### src/rtl/agen_pkg.sv
package agen_pkg;

    typedef enum logic [3:0] {
        M_IND      = 4'd0,
        M_DISP     = 4'd1,
        M_PREDEC   = 4'd2,
        M_POSTINC  = 4'd3,
        M_DIRECT   = 4'd4,
        M_IODIR    = 4'd5,
        M_PM       = 4'd6,
        M_PM_INC   = 4'd7,
        M_PMX      = 4'd8,
        M_PMX_INC  = 4'd9
    } amode_e;

    typedef enum logic [1:0] {
        SP_NONE = 2'd0,
        SP_DATA = 2'd1,
        SP_IO   = 2'd2,
        SP_PROG = 2'd3
    } space_e;

    typedef enum logic [1:0] {
        ST_IDLE   = 2'd0,
        ST_ISSUE  = 2'd1,
        ST_WBACK  = 2'd2,
        ST_REJECT = 2'd3
    } agen_st_e;

    localparam logic [1:0] PSEL_X = 2'd0;
    localparam logic [1:0] PSEL_Y = 2'd1;
    localparam logic [1:0] PSEL_Z = 2'd2;
    localparam int         NUM_PTRS = 3;

endpackage

### src/rtl/agen_ptr_mux.sv
module agen_ptr_mux
    import agen_pkg::*;
#(
    parameter int PTR_W = 16
) (
    input  logic [PTR_W-1:0] ptr_x,
    input  logic [PTR_W-1:0] ptr_y,
    input  logic [PTR_W-1:0] ptr_z,
    input  logic [1:0]       sel,
    output logic [PTR_W-1:0] ptr,
    output logic             sel_ok
);
    logic [PTR_W-1:0] bank [NUM_PTRS];
    logic [NUM_PTRS-1:0] hit;

    assign bank[0] = ptr_x;
    assign bank[1] = ptr_y;
    assign bank[2] = ptr_z;

    for (genvar g = 0; g < NUM_PTRS; g++) begin : g_hit
        assign hit[g] = (sel == 2'(g));
    end

    always_comb begin
        ptr = '0;
        for (int i = 0; i < NUM_PTRS; i++) begin
            if (hit[i]) ptr = bank[i];
        end
    end

    assign sel_ok = |hit;
endmodule

### src/rtl/agen_calc.sv
module agen_calc
    import agen_pkg::*;
#(
    parameter int PTR_W  = 16,
    parameter int DISP_W = 6,
    parameter int IO_W   = 6,
    parameter int EXT_W  = 8,
    parameter int ADDR_W = EXT_W + PTR_W - 1
) (
    input  logic [3:0]        mode,
    input  logic [1:0]        sel,
    input  logic              sel_ok,
    input  logic [PTR_W-1:0]  ptr,
    input  logic [PTR_W-1:0]  ptr_z,
    input  logic [DISP_W-1:0] disp,
    input  logic [PTR_W-1:0]  direct_addr,
    input  logic [IO_W-1:0]   io_addr,
    input  logic [EXT_W-1:0]  ext_reg,
    output logic              ok,
    output logic [ADDR_W-1:0] addr,
    output space_e            space,
    output logic              byte_hi,
    output logic              wb_need,
    output logic [1:0]        wb_sel,
    output logic [PTR_W-1:0]  wb_data
);
    logic [PTR_W-1:0] ptr_dec, ptr_inc, ptr_off, z_inc;
    logic [ADDR_W-1:0] pm_word, pmx_word;

    assign ptr_dec  = ptr - PTR_W'(1);
    assign ptr_inc  = ptr + PTR_W'(1);
    assign ptr_off  = ptr + PTR_W'(disp);
    assign z_inc    = ptr_z + PTR_W'(1);
    assign pm_word  = {{EXT_W{1'b0}}, ptr_z[PTR_W-1:1]};
    assign pmx_word = {ext_reg, ptr_z[PTR_W-1:1]};

    always_comb begin
        ok      = 1'b0;
        addr    = '0;
        space   = SP_NONE;
        byte_hi = 1'b0;
        wb_need = 1'b0;
        wb_sel  = '0;
        wb_data = '0;
        case (amode_e'(mode))
            M_IND: begin
                ok    = sel_ok;
                addr  = ADDR_W'(ptr);
                space = SP_DATA;
            end
            M_DISP: begin
                ok    = sel_ok && (sel != PSEL_X);
                addr  = ADDR_W'(ptr_off);
                space = SP_DATA;
            end
            M_PREDEC: begin
                ok      = sel_ok;
                addr    = ADDR_W'(ptr_dec);
                space   = SP_DATA;
                wb_need = sel_ok;
                wb_sel  = sel;
                wb_data = ptr_dec;
            end
            M_POSTINC: begin
                ok      = sel_ok;
                addr    = ADDR_W'(ptr);
                space   = SP_DATA;
                wb_need = sel_ok;
                wb_sel  = sel;
                wb_data = ptr_inc;
            end
            M_DIRECT: begin
                ok    = 1'b1;
                addr  = ADDR_W'(direct_addr);
                space = SP_DATA;
            end
            M_IODIR: begin
                ok    = 1'b1;
                addr  = ADDR_W'(io_addr);
                space = SP_IO;
            end
            M_PM, M_PM_INC: begin
                ok      = 1'b1;
                addr    = pm_word;
                space   = SP_PROG;
                byte_hi = ptr_z[0];
                wb_need = (amode_e'(mode) == M_PM_INC);
                wb_sel  = wb_need ? PSEL_Z : 2'd0;
                wb_data = wb_need ? z_inc : '0;
            end
            M_PMX, M_PMX_INC: begin
                ok      = 1'b1;
                addr    = pmx_word;
                space   = SP_PROG;
                byte_hi = ptr_z[0];
                wb_need = (amode_e'(mode) == M_PMX_INC);
                wb_sel  = wb_need ? PSEL_Z : 2'd0;
                wb_data = wb_need ? z_inc : '0;
            end
            default: ok = 1'b0;
        endcase
    end
endmodule

### src/rtl/agen_ctrl.sv
module agen_ctrl
    import agen_pkg::*;
(
    input  logic     clk,
    input  logic     rst_n,
    input  logic     req,
    input  logic     req_ok,
    input  logic     wb_pending,
    output agen_st_e state,
    output logic     accept
);
    agen_st_e nxt;

    assign accept = (state == ST_IDLE) && req;

    always_ff @(posedge clk or negedge rst_n) begin
        if (!rst_n) state <= ST_IDLE;
        else        state <= nxt;
    end

    always_comb begin
        nxt = state;
        unique case (state)
            ST_IDLE:   if (req) nxt = req_ok ? ST_ISSUE : ST_REJECT;
            ST_ISSUE:  nxt = wb_pending ? ST_WBACK : ST_IDLE;
            ST_WBACK:  nxt = ST_IDLE;
            ST_REJECT: nxt = ST_IDLE;
        endcase
    end
endmodule

### src/rtl/ptr_agen.sv
module ptr_agen
    import agen_pkg::*;
#(
    parameter  int PTR_W  = 16,
    parameter  int DISP_W = 6,
    parameter  int IO_W   = 6,
    parameter  int EXT_W  = 8,
    localparam int ADDR_W = EXT_W + PTR_W - 1
) (
    input  logic              clk,
    input  logic              rst_n,
    input  logic              req,
    input  logic [3:0]        mode,
    input  logic [1:0]        ptr_sel,
    input  logic [PTR_W-1:0]  ptr_x,
    input  logic [PTR_W-1:0]  ptr_y,
    input  logic [PTR_W-1:0]  ptr_z,
    input  logic [DISP_W-1:0] disp,
    input  logic [PTR_W-1:0]  direct_addr,
    input  logic [IO_W-1:0]   io_addr,
    input  logic [EXT_W-1:0]  ext_reg,
    output logic              addr_valid,
    output logic [ADDR_W-1:0] eff_addr,
    output logic [1:0]        addr_space,
    output logic              byte_hi,
    output logic              ptr_we,
    output logic [1:0]        ptr_wsel,
    output logic [PTR_W-1:0]  ptr_wdata,
    output logic              req_err
);
    logic [PTR_W-1:0]  sel_ptr;
    logic              sel_ok;
    logic              c_ok, c_hi, c_wb;
    logic [ADDR_W-1:0] c_addr;
    space_e            c_space;
    logic [1:0]        c_wsel;
    logic [PTR_W-1:0]  c_wdata;

    agen_st_e          state;
    logic              accept;

    logic [ADDR_W-1:0] r_addr;
    space_e            r_space;
    logic              r_hi, r_wb;
    logic [1:0]        r_wsel;
    logic [PTR_W-1:0]  r_wdata;
    logic [3:0]        r_mode;
    logic [1:0]        r_sel;

    agen_ptr_mux #(.PTR_W(PTR_W)) u_mux (
        .ptr_x  (ptr_x),
        .ptr_y  (ptr_y),
        .ptr_z  (ptr_z),
        .sel    (ptr_sel),
        .ptr    (sel_ptr),
        .sel_ok (sel_ok)
    );

    agen_calc #(
        .PTR_W(PTR_W), .DISP_W(DISP_W), .IO_W(IO_W), .EXT_W(EXT_W), .ADDR_W(ADDR_W)
    ) u_calc (
        .mode        (mode),
        .sel         (ptr_sel),
        .sel_ok      (sel_ok),
        .ptr         (sel_ptr),
        .ptr_z       (ptr_z),
        .disp        (disp),
        .direct_addr (direct_addr),
        .io_addr     (io_addr),
        .ext_reg     (ext_reg),
        .ok          (c_ok),
        .addr        (c_addr),
        .space       (c_space),
        .byte_hi     (c_hi),
        .wb_need     (c_wb),
        .wb_sel      (c_wsel),
        .wb_data     (c_wdata)
    );

    agen_ctrl u_ctrl (
        .clk        (clk),
        .rst_n      (rst_n),
        .req        (req),
        .req_ok     (c_ok),
        .wb_pending (r_wb),
        .state      (state),
        .accept     (accept)
    );

    always_ff @(posedge clk or negedge rst_n) begin
        if (!rst_n) begin
            r_addr  <= '0;
            r_space <= SP_NONE;
            r_hi    <= 1'b0;
            r_wb    <= 1'b0;
            r_wsel  <= '0;
            r_wdata <= '0;
            r_mode  <= '0;
            r_sel   <= '0;
        end else if (accept) begin
            r_addr  <= c_addr;
            r_space <= c_space;
            r_hi    <= c_hi;
            r_wb    <= c_ok && c_wb;
            r_wsel  <= c_wsel;
            r_wdata <= c_wdata;
            r_mode  <= mode;
            r_sel   <= ptr_sel;
        end
    end

    always_comb begin
        addr_valid = 1'b0;
        eff_addr   = '0;
        addr_space = SP_NONE;
        byte_hi    = 1'b0;
        ptr_we     = 1'b0;
        ptr_wsel   = '0;
        ptr_wdata  = '0;
        req_err    = 1'b0;
        unique case (state)
            ST_IDLE: ;
            ST_ISSUE: begin
                addr_valid = 1'b1;
                eff_addr   = r_addr;
                addr_space = r_space;
                byte_hi    = r_hi;
            end
            ST_WBACK: begin
                ptr_we    = 1'b1;
                ptr_wsel  = r_wsel;
                ptr_wdata = r_wdata;
            end
            ST_REJECT: req_err = 1'b1;
        endcase
    end
endmodule

### config.mk
export PLATFORM = sky130hd
export DESIGN_NAME = ptr_agen
export DESIGN_NICKNAME = d
export VERILOG_FILES = /design/src/rtl/agen_pkg.sv /design/src/rtl/agen_ptr_mux.sv /design/src/rtl/agen_calc.sv /design/src/rtl/agen_ctrl.sv /design/src/rtl/ptr_agen.sv
export SDC_FILE = /design/constraint.sdc
export NUM_CORES = 1
export LEC_CHECK = 0
export CAP_MARGIN = 40
export CORE_ASPECT_RATIO = 0.5
export CORE_UTILIZATION = 53
export CTS_BUF_LIST = sky130_fd_sc_hd__clkbuf_4 sky130_fd_sc_hd__clkbuf_8
export CTS_CLUSTER_DIAMETER = 120
export CTS_CLUSTER_SIZE = 16
export DETAILED_ROUTE_END_ITERATION = 10
export MAX_ROUTING_LAYER = met4
export PLACE_DENSITY = 0.89
export SLEW_MARGIN = 10
export SYNTH_ARGS = -nofsm -noshare
export SYNTH_HDL_FRONTEND = slang
export SYNTH_SLANG_ARGS = --single-unit
### constraint.sdc
create_clock -name clk -period 2.9 [get_ports clk]
set_clock_uncertainty 0.15 [all_clocks]
set_input_delay 0.29 -clock clk [delete_from_list [all_inputs] [get_ports clk]]
set_output_delay 0.29 -clock clk [all_outputs]
set_load 0.1 [all_outputs]
==> impl_results.md, run 1 <==
* Status: aborted with a tool error
* Last stage reached: global routing (5_1_grt)
* Err: [ERROR GRT-0116] Global routing finished with congestion. Check the congestion regions in the DRC Viewer.
* Sequential area share after synthesis at 0.254
* Number of synthesized flops with an enable pin at 0
* Ports at 140
* Post-DP Area at 0.00754 mm2
* Vias in the first global route at just over 8000
* Largest net degree at the start of global routing at 35
* Ys async rst share at 1.00
* Clock Root Buffer: clkbuf_8
* Half-perimeter wire length after placement at approximately 18 mm
* Top cell type's share of synthesized area at 0.254
* CTS max path bufs at 2
* Unique cell type count in the Yosys netlist at a little over 60
* Global Route Usage Sum at 0.747
* Die width at roughly 130 um
* Synth Register Bits at 47
* Main synth FF type: dfrtp_1
* Synth Net Count at between 700 and 800
* GRT overflow at 30
* Cell with the most instances after synthesis: nand2_1
* CTS Buf Count at 5
* CTS Sinks at 47
* Placer Congestion at ~1.2
* Starting density of the core at 0.562
* Yosys warns at 0
* # port buffers at 139
* Avg Cell Area, Syn at between 7 and 8 um2
* First-pass GRT wire length at between 40 and 50 mm
* Row Count at 23
* Synthesized cell area at between 0.004 and 0.005 mm2
* Synth area leader: dfrtp_1
* Synth top area cells: dfrtp_1 (25%), and2_1 (6.4%), a21oi_1 (6.1%)
* Post-synth top cells: nand2_1 (68), a21oi_1 (56), and2_1 (47), dfrtp_1 (47), nor2_1 (40)
* Die Ht at between 60 and 70 um
* Syn Inst Count at approximately 600
* Max H-tree Level at 2
[metrics by stage]
step	instances	util	setup WS (ns)	hold slack, ns
2_1_floorplan	599	-	-0.0904	-0.156
3_3_place_gp	947	0.914	-0.712	0.291
3_5_place_dp	948	0.916	-0.989	0.0779
4_1_cts	967	0.946	0.00806	0.308
[cells by family after synthesis]
logic type	synth area share
fa+ha+maj	0.0352
mux	0.00865
buf+inv	0.0527
simple gates	0.302
flops	0.254
xor+xnor	0.0871
compound gates	0.261
[what timing repair did]
action | in CTS
cloned | 0
hold buffers | 1
setup buffers | 10
resized for setup | 24
setup endpoints to repair | 25
hold endpoints to repair | 13
pin swaps | 12
[layer usage]
metal	track usage	overflow
met1	0.705	1
met2	0.935	15
met3	0.595	3
met4	0.760	11
met5	-	-
==> run 2: changes to the inputs <==
- CORE_ASPECT_RATIO: 0.5 -> not set
- CORE_UTILIZATION: 53 -> 40
- CTS_BUF_LIST: sky130_fd_sc_hd__clkbuf_4 sky130_fd_sc_hd__clkbuf_8 -> not set
- CTS_CLUSTER_DIAMETER: 120 -> not set
- CTS_CLUSTER_SIZE: 16 -> not set
- MAX_ROUTING_LAYER: met4 -> not set
- PLACE_DENSITY: 0.89 -> not set
- PLACE_DENSITY_LB_ADDON: not set -> 0.15
==> impl_results.md, run 2 <==
* Type of destination of the critical path: flip-flop
* Avg Cell Area, Syn at 7.72 um2 (unchanged)
* Reg with most FFs: r_addr
* Layout cells sized above 1 at 0.308
* Detailed Route Iter0 Violations at a little over 700
* Number of synthesized flops with an enable pin at 0 (unchanged)
* Critical path class: in -> reg
* Core ar. at about 0.011 mm2
* Power per cell area at 408 mW/mm2
* Multi-input logic area at 0.00356 mm2
* Vias post-DR at 5785
* # Max-Cap Violations at 0
* Die Ht at 110 um (+61%)
* Synth top area cells: dfrtp_1 (25%), and2_1 (6.4%), a21oi_1 (6.1%)
* Reg clk slew, reported paths at 0.08 ns
* Syn Inst Count at 599 (unchanged)
* Worst path max stage delay at ~0.5 ns
* Largest net degree at the start of global routing at 37
* Cell Chain, Critical Path: buf_8 > buf_6 > ha_4 > buf_8 > a21oi_4 > a21oi_4 > buf_6 > inv_6 > ha_4 > or4b_4 > buf_8 > nor4_4 > mux2i_1 > nand2b_1 > a221o_1
* Global Route Usage Sum at 0.331
* Max Clk Rate at ~340 MHz
* Unrepaired setup endpoints after global routing: yes
* Routed length per instance at between 20 and 25 um
* CP Max Fanout at 8
* Half-perimeter wire length after placement at 15.4 mm (-15%)
* Crit path DAT at 2.96 ns
* Die area at ~0.012 mm2
* Row Count at 38 (+65%)
* Clock Latency Late Sink at slightly below 0.3 ns
* Top cell type's share of synthesized area at 0.254 (unchanged)
* Synth Net Count at 705 (unchanged)
* Synthesis-to-layout area growth at 74.6%
* Diode count at 0
* GRT overflow at 0
* Sequential area share after synthesis at 0.254 (unchanged)
* Non-Filler Instances at roughly 990
* Synthesized cell area at 0.00463 mm2 (unchanged)
* Unique cell type count in the Yosys netlist at 61 (unchanged)
* Worst slew pin tran at roughly 0.54 ns
* Post-synth top cells: nand2_1 (68), a21oi_1 (56), and2_1 (47), dfrtp_1 (47), nor2_1 (40)
* Ports at 140 (unchanged)
* Violated checks: setup timing
* Max H-tree Level at 2 (unchanged)
* Clock Root Buffer: clkbuf_16
* CTS max path bufs at 2 (unchanged)
* Cell with the most instances after synthesis: nand2_1
* Layout fillers at roughly 830
* Top flop regs: r_addr (23), r_wdata (16)
* Leak at 3.37 nW
* Crit path launch type: input port
* Final wirelength at 19.9 mm
* Critical path buffers and inverters at 6
* CTS Buf Count at 5 (unchanged)
* Nets@finish at 950
* DRC viols at 0
* Vias per cell at roughly 6
* Final Max Slew Viols at 0
* Synth area leader: dfrtp_1
* Yosys warns at 0 (unchanged)
* Setup Viol. Count Final at 1
* Worst endpoint required time at around 2.9 ns
* Antenna violations before repair at 0
* CTS tree: yes
* First-pass GRT wire length at 29.8 mm
* Ys async rst share at 1.00 (unchanged)
* Starting density of the core at 0.419 (-0.143)
* FF-to-FF Start: u_ctrl.state[1]
* DRT antenna net count at 0
* Status: complete, but fails checks
* Hold path startpoint: ptr_sel[0]
* HP Class: in -> reg
* Hold Fails Final Rpt at 0
* Rel. slew slack at 0.640
* Vias in the first global route at ~5600
* First-pass detailed-route iteration total at 8
* Most common cell after layout, fill and taps aside: buf_4
* # port buffers at 139 (unchanged)
* FF+latch area at 0.00118 mm2
* Synth Register Bits at 47 (unchanged)
* Main synth FF type: dfrtp_1
* Final worst setup slack at -0.0240 ns
* Worst vdd rail ir drop at 0.466 mV
* Crit-path leading delay family: simple AND/OR/NAND/NOR gates
* Most frequent cells in the layout: buf_4 (122), clkdlybuf4s50_1 (86), nand2_1 (68)
* Final min period at slightly below 3 ns
* Die width at 110 um (-18%)
* Max FFs per register at 23
* Crit. Startpoint: ptr_sel[1]
* Most used cell, CP: buf_8
* CTS Sinks at 47 (unchanged)
* Part of the cycle the worst path needs at 1.01
* Placer Congestion at 0.970 (-17%)
* Post-Route Utilization at 0.732
* Placed instance count at 959 (+1.2%)
* Crit-path slowest cell: or4b_4
run 2: cell counts after synthesis:
Identical to the previous run, type by type.
run 2: final cells by class:
cell class	count	share of cell area
repair buffers	271	0.361
clock buffers	5	0.0155
inverters	18	0.00960
flip-flops and latches	47	0.146
clock inverters	3	0.00542
multi-input cells	501	0.441
well taps	140	0.0217
run 2: logic make-up (layout without fill, tap and decap cells):
logic type / Yosys count / after routing / share of synthesized area
adders and majority gates: 13 / 13 / 0.0352
xor gates and xnor gates: 46 / 46 / 0.0871
DFF: 47 / 47 / 0.254
AOI/OAI and AO/OA: 177 / 177 / 0.261
and+or+nand+nor: 261 / 261 / 0.302
muxes: 4 / 4 / 0.00865
buffers and inverters: 51 / 297 / 0.0527
run 2: repair_timing:
action,4_1_cts,5_1_grt
endpoints found under the setup margin,25,18
resized for setup,32,55
pin swaps,11,29
hold buffers,1,0
hold endpoints to repair,11,0
buffers inserted,4,12
gates cloned,0,1
run 2: report_power, final:
part	switching, mW	internal, mW
clock	0.270	0.407
sequential	0.0692	0.768
combinational	1.04	0.743
run 2: worst register-to-register path, cell delays in order, from the launching register on:
cell and delay (ns):
dfrtp_1 0.42, nor2_1 0.12, nand2_1 0.24, a222oi_1 0.57, nand2_1 0.09, a221oi_1 0.34, a21oi_1 0.13
run 2: routing by layer:
layer  vias to the layer above  wire length [um]  GRT usage
met4                         0               341     0.0838
li1                       2682                 -          -
met3                        32              1610     0.0545
met2                       291              9610      0.563
met5                         -                 0          0
met1                      2780              8350      0.436
run 2: worst paths after layout:
check / depth (start not counted) / slack [ns] / endpoint
worst min register to register: 2 / 0.32 / r_space[1]
worst max-delay path: 15 / -0.02 / r_addr[14]
worst max register to register: 6 / 0.70 / r_addr[5]
worst min-delay path: 3 / 0.24 / r_wsel[0]
max in group asynchronous: 3 / 1.82 / r_addr[15]
min in group asynchronous: 2 / 0.28 / u_ctrl.state[1]
run 2: metrics by stage:
| step | total power, mW | setup slack [ns] | cell area [um2] | hold slack, ns | setup TNS, ns |
|---|---|---|---|---|---|
| 2_1_floorplan | 1.76 | -0.0904 | 4740 | -0.156 | -0.0904 |
| 3_3_place_gp | 2.47 | -0.725 | 7400 | 0.294 | -14.66 |
| 3_5_place_dp | 2.50 | -0.777 | 7420 | 0.0612 | -15.97 |
| 4_1_cts | 3.21 | 0.00533 | 7740 | 0.286 | 0 |
| 5_1_grt | 3.43 | -0.0982 | 8080 | 0.242 | -0.343 |
| 6_report | 3.30 | -0.0240 | 8080 | 0.240 | -0.0240 |
No activity file was read; power rests on OpenSTA's default activity.
